## config.mk

```make
export PLATFORM = sky130hd
export DESIGN_NAME = pcifn_cfg_fsm
export DESIGN_NICKNAME = d
export VERILOG_FILES = /design/src/rtl/pcifn_pkg.sv /design/src/rtl/pcifn_fid_match.sv /design/src/rtl/pcifn_release_timer.sv /design/src/rtl/pcifn_evq.sv /design/src/rtl/pcifn_cfg_fsm.sv
export SDC_FILE = /design/constraint.sdc
export NUM_CORES = 1
export LEC_CHECK = 0
export BUFFER_PORTS_ARGS = -buffer_cell sky130_fd_sc_hd__buf_4
export CORE_UTILIZATION = 50
export CTS_CLUSTER_DIAMETER = 100
export DETAILED_ROUTE_END_ITERATION = 8
export GPL_TIMING_DRIVEN = 1
export PLACE_DENSITY = 0.78
export SLEW_MARGIN = 10
export SYNTH_ARGS = -nofsm -noshare
export SYNTH_HDL_FRONTEND = slang
export SYNTH_SLANG_ARGS = --single-unit
```

## constraint.sdc

```tcl
create_clock -name clk -period 10.58 [get_ports clk]
set_clock_uncertainty 0.05 [all_clocks]
set_input_delay 3.174 -clock clk [delete_from_list [all_inputs] [get_ports clk]]
set_output_delay 3.174 -clock clk [all_outputs]
set_load 0.005 [all_outputs]
```

## src/rtl/pcifn_pkg.sv

```systemverilog
package pcifn_pkg;
  typedef enum logic [2:0] {
    FS_RESERVED = 3'd0,
    FS_STANDBY  = 3'd1,
    FS_DISABLED = 3'd2,
    FS_ENABLED  = 3'd3,
    FS_BLOCKED  = 3'd4
  } fn_state_e;

  typedef enum logic [3:0] {
    OP_CREATE   = 4'd0,
    OP_CONFIG   = 4'd1,
    OP_DECONFIG = 4'd2,
    OP_PLUG     = 4'd3,
    OP_HOTPLUG  = 4'd4,
    OP_UNPLUG   = 4'd5,
    OP_RESET    = 4'd6,
    OP_ENABLE   = 4'd7,
    OP_BLOCK    = 4'd8
  } op_e;

  localparam logic [3:0] RC_NORMAL   = 4'd1;
  localparam logic [3:0] RC_UNKNOWN  = 4'd2;
  localparam logic [3:0] RC_RESERVED = 4'd3;
  localparam logic [3:0] RC_NOACTION = 4'd4;

  localparam logic [2:0] EV_RES_TO_STBY = 3'd1;
  localparam logic [2:0] EV_DECONF_REQ  = 3'd2;
  localparam logic [2:0] EV_FORCED_REL  = 3'd3;
  localparam logic [2:0] EV_STBY_TO_RES = 3'd4;
endpackage

```

## src/rtl/pcifn_fid_match.sv

```systemverilog
module pcifn_fid_match #(
  parameter int FUNCS  = 8,
  parameter int FID_W  = 8,
  parameter int SLOT_W = 3
) (
  input  logic [FUNCS*FID_W-1:0] fid_tab,
  input  logic [FUNCS-1:0]       present,
  input  logic [FID_W-1:0]       key,
  output logic                   hit,
  output logic [SLOT_W-1:0]      slot
);
  // Scan from the top so the lowest matching slot is the one left standing.
  always_comb begin
    hit  = 1'b0;
    slot = '0;
    for (int i = FUNCS - 1; i >= 0; i--) begin
      if (present[i] && fid_tab[i*FID_W +: FID_W] == key) begin
        hit  = 1'b1;
        slot = SLOT_W'(i);
      end
    end
  end
endmodule

```

## src/rtl/pcifn_release_timer.sv

```systemverilog
module pcifn_release_timer #(
  parameter int FUNCS  = 8,
  parameter int CYCLES = 4096
) (
  input  logic             clk,
  input  logic             rst_n,
  input  logic [FUNCS-1:0] start,
  input  logic [FUNCS-1:0] cancel,
  input  logic [FUNCS-1:0] fire,
  output logic [FUNCS-1:0] pending,
  output logic [FUNCS-1:0] due
);
  localparam int CW = $clog2(CYCLES + 1);

  for (genvar g = 0; g < FUNCS; g++) begin : g_slot
    logic [CW-1:0] cnt;
    logic          pend;

    always_ff @(posedge clk) begin
      if (!rst_n) begin
        pend <= 1'b0;
        cnt  <= '0;
      end else if (cancel[g] || fire[g]) begin
        pend <= 1'b0;
        cnt  <= '0;
      end else if (start[g]) begin
        pend <= 1'b1;
        cnt  <= CW'(CYCLES - 1);
      end else if (pend && cnt != '0) begin
        cnt <= cnt - 1'b1;
      end
    end

    assign pending[g] = pend;
    assign due[g]     = pend && (cnt == '0);
  end
endmodule

```

## src/rtl/pcifn_evq.sv

```systemverilog
module pcifn_evq #(
  parameter int DEPTH = 8,
  parameter int W     = 14
) (
  input  logic                       clk,
  input  logic                       rst_n,
  input  logic                       push_a,
  input  logic [W-1:0]               din_a,
  input  logic                       push_b,
  input  logic [W-1:0]               din_b,
  input  logic                       pop,
  output logic                       valid,
  output logic [W-1:0]               dout,
  output logic [$clog2(DEPTH+1)-1:0] free
);
  localparam int PW = $clog2(DEPTH);
  localparam int CW = $clog2(DEPTH + 1);

  logic [W-1:0]  mem [DEPTH];
  logic [PW-1:0] rp, wp, wp_b;
  logic [CW-1:0] count;

  function automatic logic [PW-1:0] step(input logic [PW-1:0] p);
    return (p == PW'(DEPTH - 1)) ? '0 : p + 1'b1;
  endfunction

  assign wp_b  = push_a ? step(wp) : wp;
  assign valid = (count != '0);
  assign dout  = mem[rp];
  assign free  = CW'(DEPTH) - count;

  always_ff @(posedge clk) begin
    if (push_a) mem[wp] <= din_a;
    if (push_b) mem[wp_b] <= din_b;
  end

  always_ff @(posedge clk) begin
    if (!rst_n) begin
      rp    <= '0;
      wp    <= '0;
      count <= '0;
    end else begin
      if (push_b)      wp <= step(wp_b);
      else if (push_a) wp <= step(wp);
      if (pop) rp <= step(rp);
      count <= count + CW'(push_a) + CW'(push_b) - CW'(pop);
    end
  end
endmodule

```

## src/rtl/pcifn_cfg_fsm.sv

```systemverilog
module pcifn_cfg_fsm
  import pcifn_pkg::*;
#(
  parameter int FUNCS          = 8,
  parameter int FID_W          = 8,
  parameter int RELEASE_CYCLES = 4096,
  parameter int EVQ_DEPTH      = 8
) (
  input  logic                       clk,
  input  logic                       rst_n,
  input  logic                       cmd_valid,
  output logic                       cmd_ready,
  input  logic [3:0]                 cmd_op,
  input  logic [$clog2(FUNCS)-1:0]   cmd_slot,
  input  logic [FID_W-1:0]           cmd_fid,
  output logic                       rsp_valid,
  output logic [3:0]                 rsp_code,
  output logic [FUNCS-1:0]           rel_mask,
  output logic                       evt_valid,
  input  logic                       evt_ready,
  output logic [2:0]                 evt_kind,
  output logic [$clog2(FUNCS)-1:0]   evt_slot,
  output logic [FID_W-1:0]           evt_fid,
  output logic [3*FUNCS-1:0]         fn_state,
  output logic [FUNCS-1:0]           fn_en
);
  localparam int SLOT_W = $clog2(FUNCS);
  localparam int EW     = 3 + SLOT_W + FID_W;
  localparam int QCW    = $clog2(EVQ_DEPTH + 1);

  fn_state_e         st_q [FUNCS];
  fn_state_e         st_d [FUNCS];
  logic [FID_W-1:0]  fid_q [FUNCS];
  logic [FID_W-1:0]  fid_d [FUNCS];
  logic [FUNCS-1:0]  ex_q, ex_d, en_q, en_d;
  logic [FUNCS*FID_W-1:0] fid_flat;

  logic              hit;
  logic [SLOT_W-1:0] mslot, tslot, xslot;
  logic              xany, xgo, defer, acc;
  op_e               op;
  fn_state_e         cur;

  logic [FUNCS-1:0]  t_start, t_cancel, t_fire, t_pend, t_due;
  logic              push_a, push_b;
  logic [EW-1:0]     din_a, din_b, qdout;
  logic [QCW-1:0]    evq_free;
  logic              rsp_v_d;
  logic [3:0]        rsp_c_d;
  logic [FUNCS-1:0]  rel_d;

  for (genvar g = 0; g < FUNCS; g++) begin : g_flat
    assign fid_flat[g*FID_W +: FID_W] = fid_q[g];
    assign fn_state[3*g +: 3]         = st_q[g];
  end
  assign fn_en = en_q;

  pcifn_fid_match #(.FUNCS(FUNCS), .FID_W(FID_W), .SLOT_W(SLOT_W)) u_match (
    .fid_tab(fid_flat), .present(ex_q), .key(cmd_fid), .hit(hit), .slot(mslot)
  );

  pcifn_release_timer #(.FUNCS(FUNCS), .CYCLES(RELEASE_CYCLES)) u_timer (
    .clk(clk), .rst_n(rst_n), .start(t_start), .cancel(t_cancel),
    .fire(t_fire), .pending(t_pend), .due(t_due)
  );

  pcifn_evq #(.DEPTH(EVQ_DEPTH), .W(EW)) u_evq (
    .clk(clk), .rst_n(rst_n), .push_a(push_a), .din_a(din_a),
    .push_b(push_b), .din_b(din_b), .pop(evt_valid && evt_ready),
    .valid(evt_valid), .dout(qdout), .free(evq_free)
  );
  assign {evt_kind, evt_slot, evt_fid} = qdout;

  // Room for one command event plus one timer event is required up front.
  assign cmd_ready = (evq_free >= QCW'(2));
  assign acc       = cmd_valid && cmd_ready;
  assign op        = op_e'(cmd_op);
  assign tslot     = (op == OP_CONFIG || op == OP_DECONFIG) ? mslot : cmd_slot;
  assign cur       = st_q[tslot];

  // Lowest expired slot is served first.
  always_comb begin
    xany  = 1'b0;
    xslot = '0;
    for (int i = FUNCS - 1; i >= 0; i--) begin
      if (t_due[i]) begin
        xany  = 1'b1;
        xslot = SLOT_W'(i);
      end
    end
  end

  assign defer = acc && (op == OP_RESET || tslot == xslot);
  assign xgo   = xany && !defer && cmd_ready;

  always_comb begin
    st_d     = st_q;
    fid_d    = fid_q;
    ex_d     = ex_q;
    en_d     = en_q;
    t_start  = '0;
    t_cancel = '0;
    t_fire   = '0;
    push_a   = 1'b0;
    din_a    = '0;
    push_b   = 1'b0;
    din_b    = '0;
    rsp_v_d  = 1'b0;
    rsp_c_d  = '0;
    rel_d    = '0;

    if (acc) begin
      case (op)
        OP_CREATE: begin
          ex_d[tslot]     = 1'b1;
          fid_d[tslot]    = cmd_fid;
          st_d[tslot]     = FS_RESERVED;
          en_d[tslot]     = 1'b0;
          t_cancel[tslot] = 1'b1;
        end
        OP_CONFIG: begin
          rsp_v_d = 1'b1;
          if (!hit)                     rsp_c_d = RC_UNKNOWN;
          else if (cur == FS_RESERVED)  rsp_c_d = RC_RESERVED;
          else if (cur == FS_STANDBY) begin
            st_d[tslot] = FS_DISABLED;
            rsp_c_d     = RC_NORMAL;
          end else                      rsp_c_d = RC_NOACTION;
        end
        OP_DECONFIG: begin
          rsp_v_d = 1'b1;
          if (!hit)                     rsp_c_d = RC_UNKNOWN;
          else if (cur == FS_RESERVED)  rsp_c_d = RC_RESERVED;
          else if (cur == FS_STANDBY)   rsp_c_d = RC_NOACTION;
          else begin
            st_d[tslot]  = FS_STANDBY;
            en_d[tslot]  = 1'b0;
            rel_d[tslot] = 1'b1;
            rsp_c_d      = RC_NORMAL;
          end
        end
        OP_PLUG, OP_HOTPLUG: begin
          if (ex_q[tslot]) begin
            st_d[tslot] = FS_DISABLED;
            en_d[tslot] = 1'b0;
            if (op == OP_HOTPLUG) begin
              push_a = 1'b1;
              din_a  = {EV_RES_TO_STBY, tslot, fid_q[tslot]};
            end
          end
        end
        OP_UNPLUG: begin
          if (ex_q[tslot]) begin
            if (cur == FS_STANDBY) begin
              t_cancel[tslot] = 1'b1;
              st_d[tslot]     = FS_RESERVED;
              push_a          = 1'b1;
              din_a           = {EV_STBY_TO_RES, tslot, fid_q[tslot]};
            end else if (cur != FS_RESERVED && !t_pend[tslot]) begin
              t_start[tslot] = 1'b1;
              push_a         = 1'b1;
              din_a          = {EV_DECONF_REQ, tslot, fid_q[tslot]};
            end
          end
        end
        OP_RESET: begin
          for (int i = 0; i < FUNCS; i++) begin
            if (st_q[i] == FS_DISABLED || st_q[i] == FS_ENABLED ||
                st_q[i] == FS_BLOCKED)
              st_d[i] = FS_DISABLED;
          end
          en_d = '0;
        end
        OP_ENABLE: begin
          if (ex_q[tslot] && cur == FS_DISABLED) begin
            st_d[tslot] = FS_ENABLED;
            en_d[tslot] = 1'b1;
          end
        end
        OP_BLOCK: begin
          if (ex_q[tslot] && cur == FS_ENABLED) st_d[tslot] = FS_BLOCKED;
        end
        default: ;
      endcase
    end

    // Forced release of an expired slot, never the slot the command touched.
    if (xgo) begin
      st_d[xslot]   = FS_RESERVED;
      en_d[xslot]   = 1'b0;
      rel_d[xslot]  = 1'b1;
      t_fire[xslot] = 1'b1;
      push_b        = 1'b1;
      din_b         = {EV_FORCED_REL, xslot, fid_q[xslot]};
    end
  end

  always_ff @(posedge clk) begin
    if (!rst_n) begin
      for (int i = 0; i < FUNCS; i++) begin
        st_q[i]  <= FS_RESERVED;
        fid_q[i] <= '0;
      end
      ex_q      <= '0;
      en_q      <= '0;
      rsp_valid <= 1'b0;
      rsp_code  <= '0;
      rel_mask  <= '0;
    end else begin
      st_q      <= st_d;
      fid_q     <= fid_d;
      ex_q      <= ex_d;
      en_q      <= en_d;
      rsp_valid <= rsp_v_d;
      rsp_code  <= rsp_c_d;
      rel_mask  <= rel_d;
    end
  end
endmodule

```

---- Word-level counts from Yosys, hierarchy flattened ----
Memories as Yosys holds them, arrays and structs flattened. A register that Yosys moved wholly into a read port is not among the register bits.
Index checks and enable logic that the tools add are counted.
word-level totals
  bits in registers ....................... 239
  bits in writable memories ............... 112
  memories ................................ 1
  word-level logic and storage cells ...... 412
  output and inout port bits .............. 61
  bits of input ports ..................... 19
memory list
  name       depth  width  rd ports  clocked after Yosys merged registers in  write ports  RTL line         text
  u_evq.mem  8      14     1         1                                        2            pcifn_evq.sv:19  logic [W-1:0] mem [DEPTH];
cells by class
  equality and inequality tests ........... 47
  reductions and logical operators ........ 112
  add/sub/neg operators ................... 15
  bitwise operators ....................... 26
  magnitude comparators ................... 9
  mux-type cells .......................... 154
operators with widths
  operator               number
  $mux 24                13
  $mux 12                18
  $mux 8                 27
  $pmux 24 s8            1
  $mux 3                 42
  $logic_not 13->1       8
  $reduce_bool 13->1     8
  $sub 13x1->13 const B  8
  $bwmux 64              1
  $eq 8x8->1             8
  $eq 3x2->1 const B     18
  $and 16x16->16         3
  $and 24x24->24         2
  $bmux 8 s3             2
  $not 16->16            3
  $not 24->24            2
  $or 8x8->8             6
  $mux 14                3
  $pmux 8 s5             1
  $logic_and 1x1->1      36
  $eq 3x3->1 const B     11
  $mux 1                 32
  $pmux 14 s2            1
  $logic_or 1x1->1       26
  38 further kinds       83

---- Longest topological paths before layout ----
  word-level depth ........................ 26
  mapped depth ............................ 24
  mapped depth without buffers ............ 19

---- By module ----
A second synthesis with hierarchy kept.
unflattened totals
  cell total of the unflattened synthesis .. 2232
  area, all modules ....................... 21112.7 um^2
modules (own cells, without submodules)
  module               instances  seq. area each (um^2)  area an instance (um^2)  cells an instance
  pcifn_cfg_fsm        1          2322.2                 7666.1                   1045
  pcifn_evq            1          3623.5                 6784.0                   399
  pcifn_release_timer  1          2242.2                 5783.0                   674
  pcifn_fid_match      1          0.0                    879.6                    114

---- Least setup slack after synthesis ----
OpenSTA, ideal clock, no wires.
  path kind ............................... input to register
  start ................................... input port cmd_fid[3]
  end ..................................... memory u_evq.mem[4][0] (enable)
  required time ........................... 10.129 ns
  stages on the path ...................... 20
  arrival time ............................ 7.623 ns
  setup slack ............................. 2.506 ns
  buffers on the path ..................... 8
  setup time .............................. 0.401 ns
  path through ............................ buf_4 -> xor2_1 -> nor4_1 -> and4_4 -> buf_6 -> or4_4 -> o31a_1 -> buf_2 -> o221ai_2 -> mux2i_1 -> or3_1 -> buf_6 -> nor4_4 -> o31a_1 -> buf_4 -> buf_4 -> buf_4 -> buf_4 -> a21oi_1 -> o21ai_0
RTL lines
  what             RTL line             text
  start, declared  pcifn_cfg_fsm.sv:15  input logic [FID_W-1:0] cmd_fid,
  end, declared    pcifn_evq.sv:19

==> flow_summary.ini <==
[worst_setup_path]
r2r_cells = 13
required_ns = 10.74
slowest_delay_ns = 0.74
worstSetupPathType = input port to register
endpoint_kind = register
cp_max_fo = 41
cpMostUsedCell = buf_4
path_depth = 14
path_cells = buf_4, xor2_1, nor3_1, nand4_1, a211oi_1, o21a_2, a2111oi_1, or3_1, nor4_4, o31a_1, buf_4, mux2_2, nand2b_1, nand2_1
crit_slowest_cell = o21a_2
cp_top_family = simple AND/OR/NAND/NOR gates
critPathArrivalTime_ns = 9.01
cp-start-kind = input port
crit_buf_inv = 2

[sta]
fin_hold_ws_ns = 0.4067
finalHoldViolations = 0
setup_tns_ns = 0
max_clock_freq_ghz = 0.1130
setup_viol = 0
tightestPinTransition_ns = 1.282
drv_slew = 0
fin_crit_ns = 8.850
rsz0062_at_grt = false
fin_crit_sh_pct = 83.65
relSlewSlack_pct = 13.65

[floorplanning]
rows = 73
dieArea_um2 = 41310
start_util_pct = 50.85
die_w_um = 203.2
io_pins = 80
core-area_um2 = 39820
die_y_um = 203.2

[grt]
grt-ovfl-total = 0
grt_max_degree = 90
grt_pass1_vias = 18490
grt_pass1_wl_um = 118100
grt_use_total_pct = 38.16
antenna_found_initial = 0

[routing]
routed_wirelength_um = 79390
avgRoutedWirePerCell_um = 26.86
vias = 19680
post_drt_via_cell_ratio = 6.657
drt_iter0_drc = 2917
drtPass1Iterations = 8
drtAntennaViolNets = 0
route.detailed.drc = 0

[cts]
clkTransAtPathRegs_ns = 0.06
cts_root_buf = clkbuf_16
clockBufferDepth = 3
clk_latency_ns = 0.59
postCtsSetupRepairBufs = 0
cts.htree.levels = 2
cts_sinks = 353
numCtsBuffers = 39
cts_tree = built
ctsResizeCount = 0
holdBufCountCts = 0

[hold_path]
hold_class = register to register
holdPathStages = 2

[pwr]
peakVddDrop_mv = 0.1110
power.leakage_nw = 7.584
power.density_nw_per_um2 = 151.3

[synth]
async_flop_share_pct = 0
ys_seq_area_share_pct = 40.04
netlist_instances = 2388
synth_cell_type_count = 95
syn-cell-area_um2 = 20250
yosys_warnings = 0
ys_seq_elements = 353
avgSynthCellArea_um2 = 8.480
ys.flop_type = dfxtp_1
synth_nets = 2431
synth_edf_count = 104

[layout]
areaGrowthSynthToFinish_pct = 11.09
finalNonFillerCells = 2956
drive_gt1_share_pct = 11.44
diodes = 0
seq_area_um2 = 8109
multi_input_area_um2 = 11270
fin_nets = 2443
fillCellCount = 3628
utilization_pct = 56.49

[outcome]
status = finished, final reports clean

[placed_design]
dp.cells = 2884
port_buffers = 78
hpwl_um = 57430
gp_congestion = 1.025

[run]
max_cap_violations = 0
metal layers:
layer	track usage [%]	routed length (um)	vias to the layer above	share of wire, %
met1	51.54	31620	9355	40
met5	0	0	-	0
li1	-	-	8715	-
met4	15.44	3593	0	4.5
met3	11.06	10210	236	13
met2	57.09	33970	1371	43
cells in the final DEF (no fill, tap or decap), types with 47 or more instances in the layout:
| cell | synthesis | layout |
|---|---|---|
| a21oi_1 | 283 | 283 |
| buf_4 | 14 | 115 |
| dfxtp_1 | 249 | 248 |
| edfxtp_1 | 104 | 104 |
| inv_1 | 60 | 60 |
| nand2_1 | 368 | 368 |
| nand3_1 | 81 | 81 |
| nor2_1 | 171 | 171 |
| nor3_1 | 62 | 62 |
| o21ai_0 | 103 | 101 |
| o22ai_1 | 82 | 82 |
| xnor2_1 | 110 | 110 |
| xor2_1 | 47 | 47 |
state kept, by name, summed over array words and instances, names as in the netlist, named ones only:
signal               count
ex_q                     8
rel_mask                 8
rsp_code                 3
u_evq.rp                 3
u_timer.g_slot.pend      8
u_evq.wp                 3
u_evq.mem              112
u_evq.count              4
fn_state                24
fid_flat                64
rsp_valid                1
u_timer.g_slot.cnt     104
fn_en                    8
synth_stat cells, types with 22 or more instances:
cell,n,area [um2]
nand2_1,368,1381
a21oi_1,283,1416
dfxtp_1,249,4985
nor2_1,171,641.9
xnor2_1,110,963.4
edfxtp_1,104,3123
o21ai_0,103,515.5
clkbuf_1,89,334.1
o22ai_1,82,513.0
nand3_1,81,405.4
nor3_1,62,310.3
inv_1,60,225.2
xor2_1,47,411.6
mux2i_1,32,320.3
nor4_1,29,181.4
buf_2,28,140.1
mux4_2,28,630.6
or3_1,27,168.9
a31oi_1,26,162.7
nand2b_1,26,162.7
nand4_1,23,143.9
ha_1,22,275.3
mux2_2,22,247.7
through the flow:
step | instance area (um2) | total power, mW | setup slack [ns]
2_1_floorplan | 20250 | 1.784 | 2.506
3_3_place_gp | 21140 | 1.969 | 1.411
3_5_place_dp | 21140 | 1.973 | 1.313
4_1_cts | 22490 | 3.397 | 1.880
5_1_grt | 22500 | 3.507 | 1.417
6_report | 22500 | 3.404 | 1.730
logic make-up (layout without fill, tap and decap cells):
kind of cell / after synthesis / in the layout / share of synthesized area, %
AOI/OAI and AO/OA: 670 / 670 / 20.25
xor gates and xnor gates: 157 / 157 / 6.791
adders and majority gates: 24 / 24 / 1.557
buffers and inverters: 206 / 249 / 4.486
DFF: 353 / 353 / 40.04
muxes: 83 / 83 / 6.031
other: 1 / 1 / 0.01852
and+or+nand+nor: 894 / 894 / 20.82
power by group:
group / switching, mW / internal, mW
clock: 0.585 / 0.858
combinational: 0.321 / 0.205
sequential: 0.0343 / 1.40
total: 0.940 / 2.46
final timing paths:
path | start | endpoint | slack [ns]
worst max-delay path | cmd_fid[4] | u_evq.mem[7][9] | 1.73
worst min-delay path | u_timer.g_slot[1].cnt[12] | u_timer.g_slot[1].cnt[12] | 0.41
worst max register to register | fid_flat[58] | u_evq.mem[7][9] | 4.04
worst min register to register | u_timer.g_slot[1].cnt[12] | u_timer.g_slot[1].cnt[12] | 0.41
final cells by class:
cell class              instances  area share, %
multi-input cells            1829          50.12
clock inverters                13         0.7175
clock buffers                  59          5.312
inverters                      62          1.046
flip-flops and latches        353          36.05
repair buffers                115          3.838
well taps                     525          2.920
tightest hold or removal path: cells and delay by family, from the launching register on:
kind          cells  cell delay, ns
flops             1            0.32
simple gates      2            0.09
Note: power is estimated with default switching activity, not from simulation.
